--- config.mk ---
export PLATFORM = sky130hd
export DESIGN_NAME = occ_counter
export DESIGN_NICKNAME = d
export VERILOG_FILES = /design/src/rtl/occ_pkg.sv /design/src/rtl/occ_cell.sv /design/src/rtl/occ_sum.sv /design/src/rtl/occ_bcd.sv /design/src/rtl/occ_counter.sv
export SDC_FILE = /design/constraint.sdc
export NUM_CORES = 1
export LEC_CHECK = 0
export BUFFER_PORTS_ARGS = -buffer_cell sky130_fd_sc_hd__buf_2
export CORE_ASPECT_RATIO = 2
export CORE_MARGIN = 5
export CORE_UTILIZATION = 45
export DETAILED_ROUTE_END_ITERATION = 7
export PLACE_DENSITY = 0.74
export SYNTH_ARGS = -nofsm -noshare
export SYNTH_HDL_FRONTEND = slang
export SYNTH_SLANG_ARGS = --single-unit
--- constraint.sdc ---
create_clock -name vclk -period 40.5
set_clock_uncertainty 0.05 [all_clocks]
set_input_delay 10.125 -clock vclk [all_inputs]
set_output_delay 10.125 -clock vclk [all_outputs]
set_load 0.01 [all_outputs]
--- src/rtl/occ_pkg.sv ---
package occ_pkg;
  localparam int SLOTS_DEF = 40;
  localparam int CELL_DEF  = 4;
  localparam int DIGIT_W   = 4;

  function automatic int cnt_width(input int n);
    return $clog2(n + 1);
  endfunction
endpackage

--- src/rtl/occ_cell.sv ---
module occ_cell #(
  parameter int W    = occ_pkg::CELL_DEF,
  parameter int CW   = occ_pkg::cnt_width(W)
) (
  input  logic [W-1:0]  bits_i,
  output logic [CW-1:0] ones_o
);
  always_comb begin
    ones_o = '0;
    for (int b = 0; b < W; b++)
      ones_o = ones_o + CW'(bits_i[b]);
  end
endmodule

--- src/rtl/occ_sum.sv ---
module occ_sum #(
  parameter int SLOTS = occ_pkg::SLOTS_DEF,
  parameter int CELL  = occ_pkg::CELL_DEF,
  parameter int TOT_W = occ_pkg::cnt_width(SLOTS)
) (
  input  logic [SLOTS-1:0] vec_i,
  output logic [TOT_W-1:0] total_o
);
  localparam int NCELLS = (SLOTS + CELL - 1) / CELL;
  localparam int PAD_W  = NCELLS * CELL;
  localparam int CELL_CW = occ_pkg::cnt_width(CELL);

  logic [PAD_W-1:0]   padded;
  logic [CELL_CW-1:0] cell_cnt [NCELLS];
  logic [TOT_W-1:0]   chain    [NCELLS+1];

  generate
    if (PAD_W > SLOTS) begin : g_pad
      assign padded = {{(PAD_W-SLOTS){1'b0}}, vec_i};
    end else begin : g_nopad
      assign padded = vec_i;
    end
  endgenerate

  assign chain[0] = '0;

  for (genvar g = 0; g < NCELLS; g++) begin : g_cell
    occ_cell #(.W(CELL), .CW(CELL_CW)) cell_i (
      .bits_i (padded[g*CELL +: CELL]),
      .ones_o (cell_cnt[g])
    );
    assign chain[g+1] = chain[g] + TOT_W'(cell_cnt[g]);
  end

  assign total_o = chain[NCELLS];
endmodule

--- src/rtl/occ_bcd.sv ---
module occ_bcd #(
  parameter int MAXV  = occ_pkg::SLOTS_DEF,
  parameter int IN_W  = occ_pkg::cnt_width(MAXV),
  parameter int DW    = occ_pkg::DIGIT_W
) (
  input  logic [IN_W-1:0] bin_i,
  output logic [DW-1:0]   tens_o,
  output logic [DW-1:0]   units_o
);
  localparam int TENS_MAX = MAXV / 10;

  always_comb begin
    int v;
    v      = int'(bin_i);
    tens_o = '0;
    for (int k = 1; k <= TENS_MAX; k++)
      if (v >= k * 10) tens_o = DW'(k);
    units_o = DW'(v - int'(tens_o) * 10);
  end
endmodule

--- src/rtl/occ_counter.sv ---
module occ_counter #(
  parameter int SLOTS = occ_pkg::SLOTS_DEF,
  parameter int CELL  = occ_pkg::CELL_DEF
) (
  input  logic [SLOTS-1:0] slot_occ_i,
  output logic [3:0]       tens_o,
  output logic [3:0]       units_o,
  output logic             full_o
);
  localparam int TOT_W = occ_pkg::cnt_width(SLOTS);

  logic [TOT_W-1:0] total;

  occ_sum #(.SLOTS(SLOTS), .CELL(CELL), .TOT_W(TOT_W)) sum_i (
    .vec_i   (slot_occ_i),
    .total_o (total)
  );

  occ_bcd #(.MAXV(SLOTS), .IN_W(TOT_W), .DW(4)) bcd_i (
    .bin_i   (total),
    .tens_o  (tens_o),
    .units_o (units_o)
  );

  assign full_o = (total == TOT_W'(SLOTS));
endmodule

# Word-level counts from Yosys, hierarchy flattened
# Cells that the tools add are included.
classes:
  add_sub_neg: 40
  n_mul: 1
  div: 0
  order_cmp: 4
  n_eq_ne: 1
  shifts: 0
  mux: 4
  bitwise: 0
  reduce_logical: 0
ops:
  columns: ["cell", "count"]
  rows:
  - ["$add 6x3->6", 8]
  - ["$add 2x1->3", 10]
  - ["$add 3x1->3", 10]
  - ["$add 1x1->2", 10]
  - ["$ge 6x5->1 const B", 2]
  - ["$eq 6x6->1 const B", 1]
  - ["$ge 6x4->1 const B", 1]
  - ["$ge 6x6->1 const B", 1]
  - ["$add 3x3->4", 1]
  - ["$mux 2", 2]
  - ["$sub 4x4->4", 1]
  - ["$mul 3x3->3 const B", 1]
  - ["$mux 3", 1]
  - ["$mux 1", 1]
totals:
  reg_bits: 0
  latch_bits: 0
  ramBits: 0
  romBits: 0
  input_bits: 40
  output_inout_bits: 9
  wordCells: 50
  memories: 0

# Longest topological paths before layout
# Gate-level depths: netlist of run 1.
logic_depth:
  depth_word: 19
  depth_mapped: 29
  depth_no_buf: 29

# Hierarchy
# A second synthesis of run 1 with hierarchy kept.
hier_totals:
  cells_unflattened: 195
  area_unflattened_um2: 1617.8
modules_own_cells:
  columns: ["mod", "n_inst", "cells_each", "area_per_inst_um2", "seq_area_each_um2"]
  rows:
  - ["occ_sum", 1, 86, 799.5, 0.0]
  - ["occ_cell", 10, 8, 63.8, 0.0]
  - ["occ_bcd", 1, 27, 158.9, 0.0]
  - ["occ_counter", 1, 2, 21.3, 0.0]

# Worst setup path before layout of run 1
# OpenSTA, ideal clock, no wires.
synth_path:
  kind: "input to output"
  start: "input slot_occ_i[0]"
  end: "output units_o[3]"
  arrival_ns: 17.253
  required_ns: 30.325
  path_slack_ns: 13.072
  stages: 26
  path_buffers: 0
  cell_sequence: "inv_1 > fa_1 > fa_1 > fa_1 > inv_1 > ha_1 > inv_1 > fa_1 > inv_1 > ha_1 > inv_1 > fa_1 > fa_1 > fa_1 > fa_1 > fa_1 > nand2b_1 > a21oi_2 > xor2_1 > maj3_1 > a2bb2oi_1 > o21ai_0 > ha_1 > inv_1 > fa_1 > xor2_1"
synth_via:
  elab_chain_cells: 19
synth_rtl:
  columns: ["element", "line", "text"]
  rows:
  - ["start: declaration", "occ_counter.sv:5", "input logic [SLOTS-1:0] slot_occ_i,"]
  - ["$add 1x1->2 *", "occ_cell.sv:11", "ones_o = ones_o + CW'(bits_i[b]);"]
  - ["$add 2x1->3 *", "occ_cell.sv:11", null]
  - ["$add 3x1->3 *", "occ_cell.sv:11", null]
  - ["$add 3x3->4 *", "occ_sum.sv:32", "assign chain[g+1] = chain[g] + TOT_W'(cell_cnt[g]);"]
  - ["$add 6x3->6 * (8 in a row)", "occ_sum.sv:32", null]
  - ["$ge 6x4->1", "occ_bcd.sv:17", "if (v >= k * 10) tens_o = DW'(k);"]
  - ["$mux 1", "occ_bcd.sv:17", null]
  - ["$mux 2 (2 in a row)", "occ_bcd.sv:17", null]
  - ["$mux 3 *", "occ_bcd.sv:17", null]
  - ["net tens_o[0]", "occ_counter.sv:6", "output logic [3:0] tens_o,"]
  - ["$mul 3x3->3 *", "occ_bcd.sv:18", "units_o = DW'(v - int'(tens_o) * 10);"]
  - ["$sub 4x4->4 *", "occ_bcd.sv:18", null]
  - ["end: declaration", "occ_counter.sv:7", "output logic [3:0] units_o,"]
# Mark *: on every way through the listed nets, which the timed path passes. The rest lies on a longest branch.

# Worst setup path after layout of run 1
layout_path:
  start: "input slot_occ_i[0]"
  end: "output units_o[3]"
layout_via:
  elab_chain_cells: 19
layout_rtl:
  columns: ["element", "line"]
  rows:
  - ["$add 1x1->2 *", "occ_cell.sv:11"]
  - ["$add 2x1->3 *", "occ_cell.sv:11"]
  - ["$add 3x1->3 *", "occ_cell.sv:11"]
  - ["$add 3x3->4 *", "occ_sum.sv:32"]
  - ["$add 6x3->6 * (8 in a row)", "occ_sum.sv:32"]
  - ["$ge 6x4->1", "occ_bcd.sv:17"]
  - ["$mux 1", "occ_bcd.sv:17"]
  - ["$mux 2 (2 in a row)", "occ_bcd.sv:17"]
  - ["$mux 3", "occ_bcd.sv:17"]
  - ["$mul 3x3->3", "occ_bcd.sv:18"]
  - ["$sub 4x4->4 *", "occ_bcd.sv:18"]
# Every way passes the cells marked *; elsewhere a longest branch is shown, timed or not.

==> results of run 1 <==
==> worst max-delay path by stage <==
stage                             to     startpoint  slack, ns  depth (start not counted)
after floorplan           units_o[3]  slot_occ_i[0]      13.07                         26
after global placement    units_o[3]  slot_occ_i[0]      13.01                         28
after detailed placement  units_o[3]  slot_occ_i[0]      12.74                         28
after CTS                 units_o[3]  slot_occ_i[0]      12.74                         28
after global routing      units_o[3]  slot_occ_i[0]      12.36                         28
final                     units_o[3]  slot_occ_i[0]      12.80                         28
==> cell usage in the layout (no fill, tap or decap), drive strengths merged, types with 2 or more instances in the layout <==
master,netlist,routed
ha,15,15
nor2b,2,2
xnor2,3,3
a21oi,3,3
buf,1,48
xor2,3,3
maj3,2,2
nor2,8,8
inv,57,57
o21ai,2,2
fa,32,32
==> final cells by class <==
cell class	instances	area (sq um)
tap	29	36.28
timing repair buffer	48	240.2
inverter	57	214.0
multi-input combinational	82	1079
fill	274	1201
==> synth_stat cells <==
cell type | count | area, sq um
sky130_fd_sc_hd__inv_1 | 57 | 214.0
sky130_fd_sc_hd__fa_1 | 32 | 640.6
sky130_fd_sc_hd__ha_1 | 15 | 187.7
sky130_fd_sc_hd__nor2_1 | 8 | 30.03
sky130_fd_sc_hd__xor2_1 | 3 | 26.28
sky130_fd_sc_hd__a21oi_2 | 2 | 17.52
sky130_fd_sc_hd__maj3_1 | 2 | 20.02
sky130_fd_sc_hd__nor2b_1 | 2 | 12.51
sky130_fd_sc_hd__o21ai_0 | 2 | 10.01
sky130_fd_sc_hd__xnor2_1 | 2 | 17.52
sky130_fd_sc_hd__a211oi_2 | 1 | 12.51
sky130_fd_sc_hd__a21oi_1 | 1 | 5.000
sky130_fd_sc_hd__a2bb2oi_1 | 1 | 8.760
sky130_fd_sc_hd__and4_1 | 1 | 8.760
sky130_fd_sc_hd__buf_4 | 1 | 7.510
sky130_fd_sc_hd__conb_1 | 1 | 3.750
sky130_fd_sc_hd__mux2i_1 | 1 | 10.01
sky130_fd_sc_hd__nand2_1 | 1 | 3.750
sky130_fd_sc_hd__nand2b_1 | 1 | 6.260
sky130_fd_sc_hd__nor3b_1 | 1 | 7.510
sky130_fd_sc_hd__o21ba_2 | 1 | 10.01
sky130_fd_sc_hd__o21bai_1 | 1 | 7.510
sky130_fd_sc_hd__o31a_1 | 1 | 8.760
sky130_fd_sc_hd__o31ai_1 | 1 | 7.510
sky130_fd_sc_hd__xnor2_2 | 1 | 16.27
==> worst min-delay path: stages <==
cell and delay (ns):
sky130_fd_sc_hd__buf_2 0.09, sky130_fd_sc_hd__fa_1 0.18, sky130_fd_sc_hd__buf_2 0.14
==> through the flow <==
stage	hold WS, ns	utilization, %	area (sq um)	cells	setup WS (ns)
finish	20.61	56.64	1569	216	12.80
CTS	20.63	56.64	1569	216	12.74
detailed placement	20.63	56.64	1569	216	12.74
global placement	20.62	56.64	1569	216	13.01
floorplan	20.41	-	1300	140	13.07
global route	20.66	56.64	1569	216	12.36
==> metal layers <==
| layer | GRT usage [%] | vias up |
|---|---|---|
| li1 | - | 489 |
| met1 | 13.60 | 497 |
| met2 | 30.64 | 26 |
| met3 | 0 | 0 |
| met4 | 0 | 0 |
| met5 | 0 | - |
==> cells by family (layout without fill, tap and decap cells) <==
kind of cell | Yosys count | count (layout) | share of synthesized area (%)
buf+inv | 58 | 105 | 17.04
mux | 1 | 1 | 0.7700
other cells | 1 | 1 | 0.2885
compound gates | 11 | 11 | 6.738
simple gates | 14 | 14 | 5.294
xor+xnor | 6 | 6 | 4.621
fa+ha+maj | 49 | 49 | 65.25
==> metrics.log, run 1 <==
[metrics] maximum number of pins on one net before global-route repair: 8
[metrics] Synth Net Count: 227
[metrics] die height: 86.01 um
[metrics] Post-CTS Resized: 0
[metrics] maximum cell stage delay along the critical path: 0.55 ns
[metrics] Hold Path Origin: slot_occ_i[12]
[metrics] sequential fraction of the synthesis area: 0%
[metrics] routability-driven placement congestion ratio: 0.6721
[metrics] initial antenna violation count: 0
[metrics] cell with the largest stage delay on the worst path: sky130_fd_sc_hd__fa_1
[metrics] Setup crit end kind: output pin
[metrics] final slew viol count: 0
[metrics] cell type with the highest occurrence count on the critical path: sky130_fd_sc_hd__fa_1
[metrics] result of the run: complete, no violations
[metrics] peak clock frequency supported by timing: 36.10 MHz
[metrics] DR WL met3: 133 um
[metrics] first-pass GRT wire length: 4.533 mm
[metrics] worst min-delay path category: input port to output pin
[metrics] initial detailed-routing violation count: 8
[metrics] average routed wire per standard cell: 11.19 um
[metrics] CP Launch Type: input port
[metrics] area of the placeable core: 2770 sq um
[metrics] number of warning messages in the yosys log: 0
[metrics] end of the worst hold path: units_o[0]
[metrics] wirelength, routed: 2.418 mm
[metrics] DR vias/cell: 4.685
[metrics] iteration count of the initial detailed-routing pass: 4
[metrics] endpoint arrival time on the critical path: 17.52 ns
[metrics] remaining global-route overflow: 0
[metrics] Final nets: 276
[metrics] top cell family by delay on the critical path: adder cells
[metrics] number of setup violations in the final report: 0
[metrics] startpoint-to-endpoint class of the critical path: input port to output pin
[metrics] required time of the critical path: 30.32 ns
[metrics] post-synthesis instance total: 140
[metrics] number of post-CTS setup repair buffers: 0
[metrics] met2 WL: 1.662 mm
[metrics] HPWL after detailed placement: 2.475 mm
[metrics] Buffers on Ports: 48
[metrics] die area: 4129 sq um
[metrics] top routing layer used: met3
[metrics] RSZ-0062 raised after global routing: no
[metrics] global routing usage summed across all routing layers: 14.08%
[metrics] maximum net fanout on the critical path: 5
[metrics] final worst path period share: 68.39%
[metrics] layout overhead on the synthesized area: 20.69%
[metrics] die span in x: 48.01 um
[metrics] number of primary I/O pins: 49
[metrics] seq_cells: 0
[metrics] Avg Inst Size Synth: 9.286 sq um
[metrics] library cells used by synthesis: 25
[metrics] hold-fix buffers at CTS: 0
[metrics] total of max-cap violations: 0
[metrics] initial core utilization: 46.93%
[metrics] ratio of cells with drive above 1 in the final layout: 28.34%
[metrics] sequential cell area in the final layout: 0 sq um
[metrics] total via count in the routed design: 1012
[metrics] via count of the first global-routing pass: 1194
[metrics] Cell Rows: 27
[metrics] synthesized area: 1300 sq um
[metrics] number of antenna-violating nets in the routed design: 0
[metrics] number of clock buffer instances in the layout: 0
[metrics] buffer and inverter count on the worst path: 8
[metrics] cell depth of the worst hold path: 3
[metrics] post-layout minimum cycle time: 27.70 ns
[metrics] Routed met1 length: 622 um
[metrics] final-report hold violation count: 0
[metrics] number of remaining DRC errors: 0
[metrics] number of diodes: 0
[metrics] setup total negative slack: 0 ns
Power of run 1 is not shown: default switching activity piles up to over one toggle a cycle in this logic, so the estimate is an artifact.
==> inputs of run 2 (changes only) <==
==> constraint.sdc (replaced) <==
create_clock -name vclk -period 29.1
set_clock_uncertainty 0.05 [all_clocks]
set_input_delay 7.275 -clock vclk [all_inputs]
set_output_delay 7.275 -clock vclk [all_outputs]
set_load 0.01 [all_outputs]
==> metrics.log, run 2 (same netlist as run 1, synthesis figures left out) <==
[metrics] wirelength, routed: 2.368 mm
[metrics] seq_cells: 0
[metrics] Final nets: 276
[metrics] number of diodes: 0
[metrics] CP Launch Type: input port
[metrics] startpoint-to-endpoint class of the critical path: input port to output pin
[metrics] DR vias/cell: 4.667
[metrics] final worst path period share: 75.44%
[metrics] die height: 86.01 um
[metrics] final-report hold violation count: 0
[metrics] number of remaining DRC errors: 0
[metrics] worst slack after detailed placement: 7.093 ns
[metrics] remaining global-route overflow: 0
[metrics] Routed met1 length: 607 um
[metrics] RSZ-0062 raised after global routing: no
[metrics] first-pass GRT wire length: 4.071 mm
[metrics] HPWL after detailed placement: 2.396 mm
[metrics] number of clock buffer instances in the layout: 0
[metrics] final setup slack of the worst path: 7.146 ns
[metrics] final slew viol count: 0
[metrics] Post-CTS Resized: 0
[metrics] layout overhead on the synthesized area: 20.69%
[metrics] hold-fix buffers at CTS: 0
[metrics] die area: 4129 sq um
[metrics] result of the run: complete, no violations
[metrics] initial antenna violation count: 0
[metrics] iteration count of the initial detailed-routing pass: 2
[metrics] top library cells by usage in the layout, fill and taps aside: sky130_fd_sc_hd__inv_1 (57), sky130_fd_sc_hd__buf_2 (48), sky130_fd_sc_hd__fa_1 (32), sky130_fd_sc_hd__ha_1 (15), sky130_fd_sc_hd__nor2_1 (8)
[metrics] setup total negative slack: 0 ns
[metrics] initial detailed-routing violation count: 5
[metrics] total via count in the routed design: 1008
[metrics] area of the placeable core: 2770 sq um
[metrics] final core occ: 56.64%
[metrics] Setup crit end kind: output pin
[metrics] top routing layer used: met3
[metrics] routability-driven placement congestion ratio: 0.6773
[metrics] endpoint arrival time on the critical path: 14.63 ns
[metrics] sequential cell area in the final layout: 0 sq um
[metrics] peak clock frequency supported by timing: 45.55 MHz
[metrics] most common cell after layout, fill and taps aside: sky130_fd_sc_hd__inv_1
[metrics] required time of the critical path: 21.77 ns
[metrics] Buffers on Ports: 48
[metrics] average routed wire per standard cell: 10.96 um
[metrics] initial core utilization: 46.93%
[metrics] number of post-CTS setup repair buffers: 0
[metrics] total of max-cap violations: 0
[metrics] die span in x: 48.01 um
[metrics] maximum number of pins on one net before global-route repair: 8
[metrics] post-layout minimum cycle time: 21.95 ns
[metrics] number of instances in the placed design: 216
[metrics] global routing usage summed across all routing layers: 12.51%
[metrics] number of antenna-violating nets in the routed design: 0
[metrics] number of setup violations in the final report: 0
[metrics] worst min-delay path category: input port to output pin
[metrics] post-route insts no fill: 216
[metrics] maximum net fanout on the critical path: 5
[metrics] via count of the first global-routing pass: 1107
[metrics] met2 WL: 1.612 mm
[metrics] number of primary I/O pins: 49
[metrics] ratio of cells with drive above 1 in the final layout: 28.34%
[metrics] DR WL met3: 148 um
[metrics] Cell Rows: 27
[run 2: cell counts in the layout (fill, tap and decap cells not counted)]
No cell type changed its count.
[run 2: critical path, stage by stage]
cell                        delay [ns]
sky130_fd_sc_hd__buf_2            0.07
sky130_fd_sc_hd__inv_1            0.04
sky130_fd_sc_hd__fa_1             0.54
sky130_fd_sc_hd__fa_1             0.43
sky130_fd_sc_hd__fa_1             0.44
sky130_fd_sc_hd__inv_1            0.07
sky130_fd_sc_hd__ha_1             0.16
sky130_fd_sc_hd__inv_1            0.05
sky130_fd_sc_hd__fa_1             0.47
sky130_fd_sc_hd__inv_1            0.04
sky130_fd_sc_hd__ha_1             0.28
sky130_fd_sc_hd__inv_1            0.08
sky130_fd_sc_hd__fa_1             0.45
sky130_fd_sc_hd__fa_1             0.52
sky130_fd_sc_hd__fa_1             0.52
sky130_fd_sc_hd__fa_1             0.54
sky130_fd_sc_hd__fa_1             0.46
sky130_fd_sc_hd__nand2b_1         0.17
sky130_fd_sc_hd__a21oi_2          0.18
sky130_fd_sc_hd__xor2_1           0.16
sky130_fd_sc_hd__maj3_1           0.38
sky130_fd_sc_hd__a2bb2oi_1        0.13
sky130_fd_sc_hd__o21ai_0          0.25
sky130_fd_sc_hd__ha_1             0.19
sky130_fd_sc_hd__inv_1            0.05
sky130_fd_sc_hd__fa_1             0.37
sky130_fd_sc_hd__xor2_1           0.16
sky130_fd_sc_hd__buf_2            0.14
[run 2: cell type report]
class | count | area (sq um)
Multi-Input combinational cell | 82 | 1079
Timing Repair Buffer | 48 | 240.2
Tap cell | 29 | 36.28
Fill cell | 274 | 1201
Inverter | 57 | 214.0
[run 2: per-layer routing]
layer  vias up  GRT usage (%)
met4         0              0
met1       492          12.45
li1        490              -
met3         0         0.4202
met2        26          26.66
met5         -              0
[run 2: final timing paths]
path                       start    endpoint  slack, ns  cells after the start
hold / removal    slot_occ_i[12]  units_o[0]      14.89                      3
setup / recovery   slot_occ_i[0]  units_o[3]       7.15                     28
[run 2: through the flow]
| step | hold slack [ns] | instance area [sq um] |
|---|---|---|
| after floorplan | 14.71 | 1300 |
| after global routing | 14.92 | 1569 |
| after CTS | 14.90 | 1569 |
| final | 14.89 | 1569 |
| after global placement | 14.91 | 1569 |
| after detailed placement | 14.90 | 1569 |
Power of run 2 is left out for the same reason.
